**config.mk**
```make
export PLATFORM = sky130hd
export DESIGN_NAME = rx_msg_fifo
export DESIGN_NICKNAME = d
export VERILOG_FILES = /design/src/rtl/rx_fifo_pkg.sv /design/src/rtl/rxf_mem.sv /design/src/rtl/rxf_eom_q.sv /design/src/rtl/rx_msg_fifo.sv
export SDC_FILE = /design/constraint.sdc
export NUM_CORES = 1
export LEC_CHECK = 0
export ABC_AREA = 0
export CAP_MARGIN = 20
export CORE_MARGIN = 2
export CORE_UTILIZATION = 62
export DETAILED_ROUTE_END_ITERATION = 12
export MAX_ROUTING_LAYER = met4
export PLACE_DENSITY = 0.89
export SYNTH_ARGS = -nofsm -noshare
export SYNTH_HDL_FRONTEND = slang
export SYNTH_SLANG_ARGS = --single-unit
```
**constraint.sdc**
```tcl
create_clock -name clk_i -period 5.7 [get_ports clk_i]
set_input_delay 1.425 -clock clk_i [delete_from_list [all_inputs] [get_ports clk_i]]
set_output_delay 1.425 -clock clk_i [all_outputs]
set_load 0.01 [all_outputs]
```
**src/rtl/rx_fifo_pkg.sv**
```systemverilog
package rx_fifo_pkg;
  typedef enum logic [1:0] {
    MSG_GOOD  = 2'b00,
    MSG_ABORT = 2'b01,
    MSG_CRC   = 2'b10
  } msg_stat_e;
endpackage

```
**src/rtl/rxf_mem.sv**
```systemverilog
module rxf_mem #(
  parameter int DEPTH = 64,
  parameter int W     = 8,
  localparam int AW   = $clog2(DEPTH)
) (
  input  logic          clk_i,
  input  logic          we_i,
  input  logic [AW-1:0] waddr_i,
  input  logic [W-1:0]  wdata_i,
  input  logic [AW-1:0] raddr_i,
  output logic [W-1:0]  rdata_o
);
  logic [W-1:0] mem_q [DEPTH];

  always_ff @(posedge clk_i) begin
    if (we_i) mem_q[waddr_i] <= wdata_i;
  end

  assign rdata_o = mem_q[raddr_i];
endmodule

```
**src/rtl/rxf_eom_q.sv**
```systemverilog
module rxf_eom_q
  import rx_fifo_pkg::*;
#(
  parameter int DEPTH = 8,
  parameter int PW    = 7,
  localparam int QAW  = $clog2(DEPTH)
) (
  input  logic          clk_i,
  input  logic          rst_ni,
  input  logic          flush_i,
  input  logic          push_i,
  input  logic [PW-1:0] push_end_i,
  input  msg_stat_e     push_stat_i,
  input  logic          pop_i,
  output logic          valid_o,
  output logic          full_o,
  output logic [PW-1:0] head_end_o,
  output msg_stat_e     head_stat_o
);
  typedef struct packed {
    logic [PW-1:0] end_ptr;
    msg_stat_e     stat;
  } eom_t;

  eom_t           ent_q [DEPTH];
  logic [QAW-1:0] wr_q, rd_q;
  logic [QAW:0]   cnt_q;

  assign valid_o     = cnt_q != '0;
  assign full_o      = cnt_q == (QAW+1)'(DEPTH);
  assign head_end_o  = ent_q[rd_q].end_ptr;
  assign head_stat_o = ent_q[rd_q].stat;

  always_ff @(posedge clk_i) begin
    if (push_i) ent_q[wr_q] <= '{end_ptr: push_end_i, stat: push_stat_i};
  end

  always_ff @(posedge clk_i or negedge rst_ni) begin
    if (!rst_ni) begin
      wr_q  <= '0;
      rd_q  <= '0;
      cnt_q <= '0;
    end else if (flush_i) begin
      wr_q  <= '0;
      rd_q  <= '0;
      cnt_q <= '0;
    end else begin
      if (push_i) wr_q <= (wr_q == QAW'(DEPTH-1)) ? '0 : wr_q + 1'b1;
      if (pop_i)  rd_q <= (rd_q == QAW'(DEPTH-1)) ? '0 : rd_q + 1'b1;
      cnt_q <= cnt_q + (QAW+1)'(push_i) - (QAW+1)'(pop_i);
    end
  end

  a_r9_no_q_overflow: assert property (@(posedge clk_i) disable iff (!rst_ni)
    push_i |-> cnt_q < (QAW+1)'(DEPTH));
  a_r6_no_q_underflow: assert property (@(posedge clk_i) disable iff (!rst_ni)
    pop_i |-> cnt_q != '0);
endmodule

```
**src/rtl/rx_msg_fifo.sv**
```systemverilog
module rx_msg_fifo
  import rx_fifo_pkg::*;
#(
  parameter int DEPTH     = 64,
  parameter int EOM_DEPTH = 8,
  localparam int AW       = $clog2(DEPTH),
  localparam int PW       = AW + 1
) (
  input  logic         clk_i,
  input  logic         rst_ni,
  input  logic         wr_valid_i,
  input  logic [7:0]   wr_data_i,
  input  logic         wr_sop_i,
  input  logic         wr_eop_i,
  input  logic [1:0]   wr_stat_i,
  input  logic         rd_pop_i,
  output logic [7:0]   rd_data_o,
  output logic [7:0]   avail_o,
  input  logic [AW-1:0] wm_i,
  output logic         hwm_o,
  output logic         ovr_o,
  output logic         msg_done_o,
  output logic [1:0]   msg_stat_o
);
  logic [PW-1:0] wr_ptr_q, rd_ptr_q, occ;
  logic          drop_q, ovr_q, done_q;
  msg_stat_e     stat_q;
  logic          full, take, overrun, push, pop;
  logic          eq_valid, eq_full, eq_pop;
  logic [PW-1:0] eq_end;
  msg_stat_e     eq_stat;

  assign occ  = wr_ptr_q - rd_ptr_q;
  assign full = occ == PW'(DEPTH);
  // while discarding a dead message, only a start-tagged byte is taken
  assign take    = wr_valid_i && (!drop_q || wr_sop_i);
  assign overrun = take && (full || (wr_eop_i && eq_full));
  assign push    = take && !overrun;
  assign pop     = rd_pop_i && (occ != '0) && !overrun;
  assign eq_pop  = pop && eq_valid && (rd_ptr_q + 1'b1 == eq_end);

  rxf_mem #(.DEPTH(DEPTH), .W(8)) u_mem (
    .clk_i   (clk_i),
    .we_i    (push),
    .waddr_i (wr_ptr_q[AW-1:0]),
    .wdata_i (wr_data_i),
    .raddr_i (rd_ptr_q[AW-1:0]),
    .rdata_o (rd_data_o)
  );

  rxf_eom_q #(.DEPTH(EOM_DEPTH), .PW(PW)) u_eom_q (
    .clk_i       (clk_i),
    .rst_ni      (rst_ni),
    .flush_i     (overrun),
    .push_i      (push && wr_eop_i),
    .push_end_i  (wr_ptr_q + 1'b1),
    .push_stat_i (msg_stat_e'(wr_stat_i)),
    .pop_i       (eq_pop),
    .valid_o     (eq_valid),
    .full_o      (eq_full),
    .head_end_o  (eq_end),
    .head_stat_o (eq_stat)
  );

  always_ff @(posedge clk_i or negedge rst_ni) begin
    if (!rst_ni) begin
      wr_ptr_q <= '0;
      rd_ptr_q <= '0;
      drop_q   <= 1'b0;
      ovr_q    <= 1'b0;
      done_q   <= 1'b0;
      stat_q   <= MSG_GOOD;
    end else begin
      ovr_q  <= overrun;
      done_q <= eq_pop;
      if (eq_pop) stat_q <= eq_stat;
      if (overrun) begin
        wr_ptr_q <= '0;
        rd_ptr_q <= '0;
        drop_q   <= !wr_eop_i;
      end else begin
        if (push) wr_ptr_q <= wr_ptr_q + 1'b1;
        if (pop)  rd_ptr_q <= rd_ptr_q + 1'b1;
        if (wr_valid_i && (wr_sop_i || wr_eop_i)) drop_q <= 1'b0;
      end
    end
  end

  always_comb begin
    if (eq_valid) avail_o = {1'b0, 7'(eq_end - rd_ptr_q)};
    else          avail_o = {occ != '0, 7'(occ)};
  end

  assign hwm_o      = occ > PW'(wm_i);
  assign ovr_o      = ovr_q;
  assign msg_done_o = done_q;
  assign msg_stat_o = stat_q;

  a_r8_empty_after_ovr: assert property (@(posedge clk_i) disable iff (!rst_ni)
    ovr_o |-> (avail_o == 8'h00 && !hwm_o));
  a_r4_chunk_within_fill: assert property (@(posedge clk_i) disable iff (!rst_ni)
    PW'(avail_o[6:0]) <= occ);
  a_r10_avail_range: assert property (@(posedge clk_i) disable iff (!rst_ni)
    avail_o[6:0] <= 7'(DEPTH));
  a_r6_done_follows_pop: assert property (@(posedge clk_i) disable iff (!rst_ni)
    msg_done_o |-> $past(rd_pop_i));
  a_r2_no_push_when_full: assert property (@(posedge clk_i) disable iff (!rst_ni)
    push |-> !full);
endmodule

```
==> run_results.csv <==
group,metric,value,unit
yosys,ys_seq_area_share,72.4,%
drt,post_drt_wl_per_cell,30.5,µm
critical_path,end_kind,"output port",
clocking,numCtsBuffers,56,
final_layout,areaGrowthSynthToFinish,12.6,%
yosys,synth_top_area_share,69.5,%
grt,grt_pass1_wl,90800,µm
timing,finalHoldViolCount,0,
drt,drt_first_pass_iters,6,
yosys,synth_cell_types,64,
final_layout,fin_util,71.1,%
clocking,clk_path_buf_depth,3,
yosys,synthCells,1364,
final_layout,drive_gt1_share,19.6,%
timing,finalClockSkew,0.0253,ns
yosys,synth_flop_cell,"edfxtp_1",
grt,grt_max_degree,84,
final_layout,regArea,0.0183,mm²
drt,ant_nets,0,
placed_design,place_area,0.0263,mm²
pwr,p_sw,4.93,mW
critical_path,crit_arrival,4.10,ns
clocking,hold_buffers,0,
drt,wl,61600,µm
pwr,seqPwrFrac,37.4,%
yosys,synth_edf_count,584,
timing,slew_viol_final,0,
placed_design,place_hpwl,35000,µm
clocking,clk_latency,0.63,ns
pwr,power_frac_comb,36.2,%
die,coreArea,0.0399,mm²
pwr,irDropWorstVdd,0.400,mV
grt,track_usage,30.7,%
yosys,ys_top_cells_by_area,"edfxtp_1 70%, mux4_2 11%, mux2i_1 4.0%",
critical_path,start_kind,"flip-flop",
final_layout,fin_nets,1501,
die,rows,73,
placed_design,io_buffers,42,
drt,drt_iter0_drc,2335,
critical_path,criticalPathCategory,"flip-flop to output port",
die,fp.dieW,206,µm
drt,vias,14347,
yosys,ys_warn_count,0,
grt,overflow,0,
critical_path,path_max_fanout,13,
clocking,ctsRootBufferMaster,"clkbuf_16",
timing,fin_crit_sh,97.0,%
yosys,synth.avg_cell_area,18.5,µm²
die,initial_core_util,63.2,%
placed_design,place_ws,0.619,ns
die,die_h,206,µm
yosys,async_flop_share,4.73,%
pwr,p_clk_share,26.4,%
hold_path,hold_class,"flip-flop to flip-flop",
grt,grt_antenna_before_repair,1,
pwr,switching_share,33.4,%
drt,route.detailed.drc,0,
final_layout,multiInputGateArea,0.00654,mm²
timing,fin_crit,5.53,ns
clocking,clkTransAtPathRegs,0.07,ns
clocking,cts_tree,"built",
timing,tightest_slew,0.957,ns
die,die_area,0.0423,mm²
die,ioPinCount,43,
drt,avgViaCountPerCell,7.11,
pwr,p_int,9.82,mW
timing,rsz0062_at_grt,"no",
grt,first_global_vias,14047,
pwr,power.density,519,mW/mm²
timing,fmax,181,MHz
placed_design,gp_congestion,0.857,
timing,worst_slack,0.171,ns
outcome,status,"finished, final reports clean",
timing,slew_headroom,36.0,%
yosys,ys_ff_latch,613,
timing,final.setup.tns,0,ns
pwr,leakage,9.43,nW
final_layout,fill_cells,2102,
clocking,numClockSinks,613,
yosys,syn_area,0.0252,mm²
timing,setup_viol,0,
critical_path,crit_required,4.28,ns
yosys,yosys.area.top_type,"edfxtp_1",
final_layout,design_area,0.0284,mm²
job,cap_violations,0,
clocking,h-tree-depth,2,
yosys,syn-num-nets,1419,
==> cell families after synthesis <==
kind of cell | synth area share (%)
AO/OA/AOI/OAI | 4.49
XOR/XNOR | 0.833
adder cells (fa/ha/maj) | 1.73
buffers and inverters | 1.76
flip-flops | 72.4
multiplexers | 14.7
AND/OR/NAND/NOR | 4.09
==> critical path, stage by stage, from the launching register on <==
cell and delay (ns):
dfrtp_2 0.58, mux4_2 0.55, mux2i_1 0.20, ha_1 0.25
fa_1 0.24, nor2b_1 0.08, o21ai_0 0.25, nand2b_1 0.13
a21o_1 0.20, a21oi_1 0.17, xnor2_1 0.11, mux2i_1 0.17
clkdlybuf4s50_1 0.57
==> per-stage QoR <==
step | power [mW] | instances | hold WS (ns)
after detailed placement | 10.7 | 1904 | 0.487
after floorplan | 8.96 | 1364 | 0.448
after global routing | 15.2 | 2017 | 0.528
after global placement | 10.5 | 1904 | 0.459
final | 14.7 | 2017 | 0.500
after CTS | 14.6 | 2007 | 0.500
==> cells in the final DEF (no fill, tap or decap), types with 5 or more instances in the layout <==
cell type / netlist / routed
bufinv_16: 0 / 8
o21ai_0: 27 / 27
dfrtp_1: 29 / 24
nand3b_1: 5 / 5
xor2_1: 9 / 9
nor2_1: 96 / 96
buf_2: 24 / 8
clkdlybuf4s50_1: 0 / 34
clkinv_1: 0 / 9
clkbuf_8: 0 / 6
buf_4: 3 / 42
clkinv_2: 0 / 9
mux2i_1: 101 / 101
a22oi_1: 8 / 8
o22ai_1: 16 / 16
clkbuf_1: 35 / 9
a21oi_1: 43 / 43
clkbuf_16: 0 / 56
nor2b_1: 7 / 6
o32ai_1: 16 / 16
nand2b_1: 7 / 7
nand2_1: 34 / 34
xnor2_1: 15 / 15
or3_1: 9 / 9
a22o_1: 6 / 6
nand4_1: 8 / 8
o221ai_1: 24 / 24
nand4b_1: 7 / 7
nand3_1: 10 / 10
inv_1: 24 / 23
mux4_2: 118 / 118
ha_1: 30 / 30
buf_12: 1 / 11
edfxtp_1: 584 / 584
==> state kept, by name, indices dropped and copies added, names as in the netlist, 2 cells and up <==
signal and cells:
u_mem.mem_q 512, u_eom_q.ent_q 72, rd_ptr_q 7, wr_ptr_q 7
u_eom_q.cnt_q 4, u_eom_q.rd_q 3, u_eom_q.wr_q 3, msg_stat_o 2
==> worst paths after layout <==
kind                            startpoint            endpoint  slack (ns)  depth (start not counted)
max                        u_eom_q.rd_q[0]          avail_o[6]        0.17                         12
min                                 drop_q              drop_q        0.50                          2
max reg2reg                    rd_ptr_q[2]  u_mem.mem_q[27][2]        0.65                         10
min reg2reg                         drop_q              drop_q        0.50                          2
max in group asynchronous           rst_ni         rd_ptr_q[1]        4.16                          2
min in group asynchronous           rst_ni         rd_ptr_q[0]        1.21                          2
==> cell type report <==
| type | count | area share, % |
|---|---|---|
| Clock buffer | 71 | 5.34 |
| Clock inverter | 32 | 1.32 |
| Inverter | 26 | 0.344 |
| Sequential cell | 613 | 64.4 |
| Timing Repair Buffer | 96 | 3.28 |
| Tap cell | 525 | 2.31 |
| Antenna cell | 1 | 0.00881 |
| Multi-Input combinational cell | 653 | 23.0 |
==> synthesized netlist by cell type, types with 9 or more instances <==
library cell / instances
mux2i_1: 101
nand3_1: 10
or3_1: 9
inv_1: 24
nor2_1: 96
o22ai_1: 16
xor2_1: 9
o32ai_1: 16
ha_1: 30
buf_2: 24
a21oi_1: 43
o21ai_0: 27
o221ai_1: 24
xnor2_1: 15
clkbuf_1: 35
nand2_1: 34
mux4_2: 118
dfrtp_1: 29
edfxtp_1: 584
==> power groups by stage <==
stage                     clock (mW)  combinational, mW  sequential [mW]
after floorplan                    0               3.54             5.42
after global placement             0               4.88             5.58
after detailed placement           0               5.08             5.61
after CTS                       3.89               5.20             5.52
after global routing            4.04               5.64             5.54
final                           3.89               5.34             5.52
==> what timing repair did <==
item	CTS	global route
endpoints found under the setup margin	0	3
gates resized for setup	0	4
setup buffers	0	1
==> layer usage <==
| layer | track usage (%) | wire length, µm |
|---|---|---|
| met5 | - | 0 |
| met4 | 14.0 | 3180 |
| met3 | 5.99 | 6860 |
| met2 | 48.0 | 30100 |
| met1 | 39.6 | 21500 |
Note: power is estimated with default switching activity, not from simulation.
